### src/rtl/bridge_fault_guard.sv
module bridge_fault_guard #(
  parameter int TSD_DLY = 8,
  parameter int BLANK   = 4
) (
  input  logic       clk,
  input  logic       rst_n,
  input  logic [1:0] drv_req,
  input  logic       supply_ov,
  input  logic       supply_uv,
  input  logic       temp_hi,
  input  logic [1:0] oc_cmp,
  input  logic [1:0] slope_start,
  input  logic [2:0] oc_level,
  input  logic       half_mode,
  input  logic       fault_clr,
  output logic [1:0] drv_en,
  output logic       tsd_flag,
  output logic       fault_err,
  output logic [2:0] dac_code
);
  localparam int TW = $clog2(TSD_DLY + 1);
  localparam int BW = $clog2(BLANK + 1);
  localparam logic [TW-1:0] T_LAST = TW'(TSD_DLY - 1);
  localparam logic [BW-1:0] B_LOAD = BW'(BLANK - 1);

  logic [TW-1:0] tcnt;
  logic          tsd_q;
  logic [1:0]    oc_lat;
  logic [1:0]    kill;
  logic          supply_bad;

  assign supply_bad = supply_ov | supply_uv;

  always_ff @(posedge clk) begin
    if (!rst_n)                 tcnt <= '0;
    else if (!temp_hi)          tcnt <= '0;
    else if (tcnt != T_LAST)    tcnt <= tcnt + 1'b1;
  end

  always_ff @(posedge clk) begin
    if (!rst_n)                         tsd_q <= 1'b0;
    else if (temp_hi && tcnt == T_LAST) tsd_q <= 1'b1;
    else if (fault_clr && !temp_hi)     tsd_q <= 1'b0;
  end

  always_ff @(posedge clk) begin
    if (!rst_n) dac_code <= '0;
    else        dac_code <= oc_level;
  end

  for (genvar h = 0; h < 2; h++) begin : g_half
    logic [BW-1:0] bcnt;
    logic          seen, lat, blank, hit;

    assign blank = slope_start[h] | (bcnt != '0);
    assign hit   = oc_cmp[h] & ~blank;

    always_ff @(posedge clk) begin
      if (!rst_n)              bcnt <= '0;
      else if (slope_start[h]) bcnt <= B_LOAD;
      else if (bcnt != '0)     bcnt <= bcnt - 1'b1;
    end

    always_ff @(posedge clk) begin
      if (!rst_n || fault_clr) begin
        seen <= 1'b0;
        lat  <= 1'b0;
      end else begin
        seen <= hit;
        if (hit && seen) lat <= 1'b1;
      end
    end

    assign oc_lat[h] = lat;

    a_r6_blanked_no_trip: assert property (@(posedge clk) disable iff (!rst_n)
      slope_start[h] && !fault_clr |=> $stable(oc_lat[h]));
  end

  assign kill      = half_mode ? oc_lat : {2{|oc_lat}};
  assign drv_en    = drv_req & ~kill & {2{~(supply_bad | tsd_q) & rst_n}};
  assign tsd_flag  = tsd_q;
  assign fault_err = supply_bad | (|oc_lat);

  a_r1_supply_off: assert property (@(posedge clk) disable iff (!rst_n)
    supply_bad |-> drv_en == 2'b00);
  a_r3_tsd_off: assert property (@(posedge clk) disable iff (!rst_n)
    tsd_flag |-> drv_en == 2'b00);
  a_r5_tsd_sticky: assert property (@(posedge clk) disable iff (!rst_n)
    tsd_flag && !(fault_clr && !temp_hi) |=> tsd_flag);
  a_r7_two_cycles: assert property (@(posedge clk) disable iff (!rst_n)
    $rose(oc_lat[0]) |-> $past(oc_cmp[0]) && $past(oc_cmp[0], 2));
  a_r8_full_trip: assert property (@(posedge clk) disable iff (!rst_n)
    !half_mode && (|oc_lat) |-> drv_en == 2'b00);
  a_r9_half_trip: assert property (@(posedge clk) disable iff (!rst_n)
    half_mode && oc_lat == 2'b01 |-> !drv_en[0]);
  a_r11_dac: assert property (@(posedge clk) disable iff (!rst_n)
    1'b1 |=> dac_code == $past(oc_level));
endmodule

### config.mk
export PLATFORM = sky130hd
export DESIGN_NAME = bridge_fault_guard
export DESIGN_NICKNAME = d
export VERILOG_FILES = /design/src/rtl/bridge_fault_guard.sv
export SDC_FILE = /design/constraint.sdc
export NUM_CORES = 1
export LEC_CHECK = 0
export ABC_AREA = 1
export BUFFER_PORTS_ARGS = -buffer_cell sky130_fd_sc_hd__buf_4
export CORE_UTILIZATION = 50
export CTS_CLUSTER_DIAMETER = 200
export DETAILED_ROUTE_END_ITERATION = 8
export PLACE_DENSITY = 0.81
export SLEW_MARGIN = 10
export SYNTH_ARGS = -nofsm -noshare
export SYNTH_HDL_FRONTEND = slang
export SYNTH_SLANG_ARGS = --single-unit
export TNS_END_PERCENT = 20
### constraint.sdc
create_clock -name clk -period 1.95 [get_ports clk]
set_input_delay 0.0975 -clock clk [delete_from_list [all_inputs] [get_ports clk]]
set_output_delay 0.0975 -clock clk [all_outputs]
set_load 0.1 [all_outputs]
==> run_summary.xml <==
<?xml version="1.0" encoding="UTF-8"?>
<metrics>
  <group name="outcome">
    <metric name="outcome" unit="">finished, final reports clean</metric>
  </group>
  <group name="synth">
    <metric name="ys.warnings.count" unit="">0</metric>
    <metric name="synth.avg_cell_area" unit="sq um">7.50</metric>
    <metric name="combinational_family_with_the_most_area_after_synthesis" unit="">simple AND/OR/NAND/NOR gates</metric>
    <metric name="synthesized_area_fraction_occupied_by_ao_oa_aoi_and_oai_cells" unit="">0.0656</metric>
    <metric name="synthesis.area" unit="sq um">877</metric>
    <metric name="post_synth_xor_area_fraction" unit="">0.0200</metric>
    <metric name="synth.yosys.seq_area_share" unit="">0.411</metric>
    <metric name="multiplexer_share_of_the_synthesized_area" unit="">0</metric>
    <metric name="postSynthNetCount" unit="">138</metric>
    <metric name="synth_cells" unit="">117</metric>
    <metric name="synth_seq_cells" unit="">18</metric>
    <metric name="yosysUniqueCellTypes" unit="">23</metric>
    <metric name="synthAdderAreaFrac" unit="">0.0713</metric>
    <metric name="synthSimpleGateAreaFrac" unit="">0.302</metric>
  </group>
  <group name="timing">
    <metric name="worst_pin_slew" unit="ns">0.283</metric>
    <metric name="number_of_hold_violations_in_the_final_report" unit="">0</metric>
    <metric name="final.min_clock_period" unit="ns">1.37</metric>
    <metric name="period_share" unit="">0.702</metric>
    <metric name="fin_skew" unit="ns">0.00165</metric>
    <metric name="unrepaired_setup_endpoints_after_global_routing" unit="">false</metric>
    <metric name="max_freq" unit="MHz">731</metric>
    <metric name="setup-violations-final" unit="">0</metric>
    <metric name="timing.slew.headroom" unit="">0.813</metric>
    <metric name="hold_ws" unit="ns">0.0384</metric>
    <metric name="final.setup.tns" unit="ns">0</metric>
    <metric name="timing.final.max_slew_violations" unit="">0</metric>
  </group>
  <group name="drt">
    <metric name="drtAntennaViolNets" unit="">0</metric>
    <metric name="route.final.wire_length" unit="um">1700</metric>
    <metric name="route.detailed.wl_per_inst" unit="um">10.7</metric>
    <metric name="detail_route.vias_per_cell" unit="">4.82</metric>
    <metric name="detailedRoute.firstPassIterationCount" unit="">7</metric>
    <metric name="initialDrtViolationCount" unit="">10</metric>
    <metric name="dr_drc_count" unit="">0</metric>
    <metric name="num_vias" unit="">771</metric>
  </group>
  <group name="critical_path">
    <metric name="criticalPathCategory" unit="">register to output port</metric>
    <metric name="endpoint" unit="">drv_en[1]</metric>
    <metric name="setup.reg_to_reg.worst_slack" unit="ns">0.82</metric>
    <metric name="worst_r2r_startpoint" unit="">g_half[1].bcnt[0]$_SDFFE_PN0P_</metric>
    <metric name="ff2ff_path_depth" unit="">7</metric>
    <metric name="arrival" unit="ns">1.27</metric>
    <metric name="worst_setup_path_startpoint" unit="">g_half[1].lat$_SDFFE_PP0P_</metric>
    <metric name="timing.rr.end" unit="">g_half[1].bcnt[0]$_SDFFE_PN0P_</metric>
    <metric name="worst-path-max-fanout" unit="">3</metric>
    <metric name="worst_setup_path_end_kind" unit="">output port</metric>
    <metric name="critPathLaunchType" unit="">register</metric>
    <metric name="worstPathRequired" unit="ns">1.85</metric>
  </group>
  <group name="place">
    <metric name="hpwlAfterDp" unit="um">1330</metric>
    <metric name="placed_cells" unit="">154</metric>
    <metric name="place.port_buffers" unit="">22</metric>
    <metric name="gp_routability_congestion" unit="">0.791</metric>
  </group>
  <group name="run">
    <metric name="maxCapViolCount" unit="">0</metric>
  </group>
  <group name="floorplan">
    <metric name="fp.dieW" unit="um">43.9</metric>
    <metric name="die-height" unit="um">43.9</metric>
    <metric name="start_util" unit="">0.556</metric>
    <metric name="die_area" unit="sq mm">0.00193</metric>
    <metric name="io-pin-count" unit="">23</metric>
    <metric name="design.core.area" unit="sq mm">0.00158</metric>
    <metric name="fp-row-count" unit="">14</metric>
  </group>
  <group name="global_routing">
    <metric name="largest_net_degree_at_the_start_of_global_routing" unit="">10</metric>
    <metric name="grt_util_all_layers" unit="">0.202</metric>
    <metric name="grt_use_met2" unit="">0.409</metric>
    <metric name="wire_length_of_the_first_global_routing_pass" unit="um">2880</metric>
    <metric name="use_met1" unit="">0.191</metric>
    <metric name="grt_antenna_before_repair" unit="">0</metric>
    <metric name="first_global_vias" unit="">777</metric>
    <metric name="grt-busiest-layer" unit="">met2</metric>
    <metric name="grt_remaining_overflow" unit="">0</metric>
    <metric name="grt_util_met3" unit="">0.0625</metric>
  </group>
  <group name="clock_network">
    <metric name="cts_buffers" unit="">3</metric>
    <metric name="cts_hold_repair.buffers" unit="">3</metric>
    <metric name="post_cts_buffers" unit="">0</metric>
    <metric name="worst_skew_pair.late_latency" unit="ns">0.29</metric>
    <metric name="cts-resized-gates" unit="">0</metric>
    <metric name="cts.sinks" unit="">18</metric>
    <metric name="htree_levels" unit="">1</metric>
    <metric name="clk_pin_slew" unit="ns">0.10</metric>
    <metric name="ctsLongestPathBuffers" unit="">2</metric>
    <metric name="clk_root_buffer_cell" unit="">clkbuf_4</metric>
    <metric name="tritoncts" unit="">done</metric>
  </group>
  <group name="cells_and_area">
    <metric name="fillerInstances" unit="">143</metric>
    <metric name="stdcell_count" unit="">160</metric>
    <metric name="design.final.nets" unit="">167</metric>
    <metric name="diodes" unit="">0</metric>
    <metric name="areaGrowthSynthToFinish" unit="%">27.0</metric>
    <metric name="layout-drive-gt1-share" unit="">0.250</metric>
  </group>
  <group name="power_and_ir_drop">
    <metric name="fin_total_pwr" unit="mW">0.758</metric>
    <metric name="ir_drop" unit="V">0.000413</metric>
    <metric name="power.static_leakage" unit="nW">0.586</metric>
    <metric name="p_per_area" unit="mW/mm^2">681</metric>
  </group>
  <group name="min_path">
    <metric name="holdCritPathClass" unit="">input port to register</metric>
  </group>
</metrics>
[cells in the final DEF (no fill, tap or decap), drive strengths merged, types with 3 or more instances in the layout]
| cell | instances |
|---|---|
| nor3 | 3 |
| o21ai | 8 |
| buf | 22 |
| nand3 | 11 |
| nor2 | 17 |
| dfxtp | 18 |
| ha | 5 |
| clkbuf | 3 |
| inv | 25 |
| dlygate4sd3 | 3 |
| nand2 | 21 |
[cells by family (layout without fill, tap and decap cells)]
family | after synthesis | count (layout)
AO/OA/AOI/OAI | 10 | 10
XOR/XNOR | 2 | 2
adder cells (fa/ha/maj) | 5 | 5
buffers and inverters | 27 | 54
flip-flops | 18 | 18
AND/OR/NAND/NOR | 55 | 55
[cells in the mapped netlist]
cell type,instances,area (sq um)
inv_1,24,90.1
buf_6,1,11.3
a21oi_1,2,10.0
o21ai_2,2,17.5
nor2_1,15,56.3
nand2_2,1,6.26
nor2_2,1,6.26
nor3_1,3,15.0
dfxtp_1,18,360
nor2_4,1,11.3
nand2_4,1,11.3
nand2_1,19,71.3
inv_2,1,3.75
nand3_4,1,17.5
xnor2_1,2,17.5
ha_1,5,62.6
nand3b_1,1,7.51
nand3_1,10,50.1
and3_1,1,6.26
o21ai_1,3,15.0
nand4_1,1,6.26
clkinv_4,1,8.76
o21ai_0,3,15.0
[sequential cells by signal (all words and copies together) (netlist names)]
| signal | flops |
|---|---|
| g_half.lat | 2 |
| g_half.bcnt | 6 |
| dac_code | 3 |
| tsd_flag | 1 |
| tcnt | 4 |
| g_half.seen | 2 |
[routing by layer]
layer	share of wire	wire [um]
met1	0.39	673
met2	0.54	914
met3	0.062	106
met4	0.0059	10
met5	0	0
[per-stage QoR]
| step | worst slack (ns) | utilization | instance area (sq um) |
|---|---|---|---|
| 2_1_floorplan | -0.315 | - | 887 |
| 4_1_cts | 0.575 | 0.706 | 1110 |
| 5_1_grt | 0.476 | 0.706 | 1110 |
| 6_report | 0.582 | 0.706 | 1110 |
| 3_3_place_gp | 0.902 | 0.673 | 1060 |
| 3_5_place_dp | 0.852 | 0.673 | 1060 |
[final cells by class]
cell class / instances / area, sq um / share of cell area
well taps: 16 / 20.0 / 0.0180
multi-input cells: 72 / 413 / 0.371
inverters: 26 / 103 / 0.0921
repair buffers: 25 / 195 / 0.175
flip-flops and latches: 18 / 360 / 0.324
clock buffers: 3 / 22.5 / 0.0202
[power by group]
part / internal, mW / switching [mW] / leakage (nW) / total, mW
registers: 0.385 / 0.0104 / 0.148 / 0.396
logic: 0.0684 / 0.111 / 0.424 / 0.180
clock network: 0.0719 / 0.111 / 0.0138 / 0.183
[critical path, cell delays in order, from the launching register on]
cell,delay (ns)
dfxtp_1,0.33
inv_1,0.07
o21ai_0,0.11
nor3_2,0.16
buf_4,0.31
[how the worst min path moves through the flow]
stage,cells past startpoint,end,from
floorplan,2,dac_code[0]$_SDFF_PN0_,oc_level[0]
global placement,3,dac_code[1]$_SDFF_PN0_,oc_level[1]
detailed placement,3,dac_code[0]$_SDFF_PN0_,oc_level[0]
CTS,3,g_half[0].seen$_SDFF_PP0_,oc_cmp[0]
global route,3,g_half[0].seen$_SDFF_PP0_,oc_cmp[0]
finish,3,g_half[0].seen$_SDFF_PP0_,oc_cmp[0]
Power figures use the tool's default switching activity.
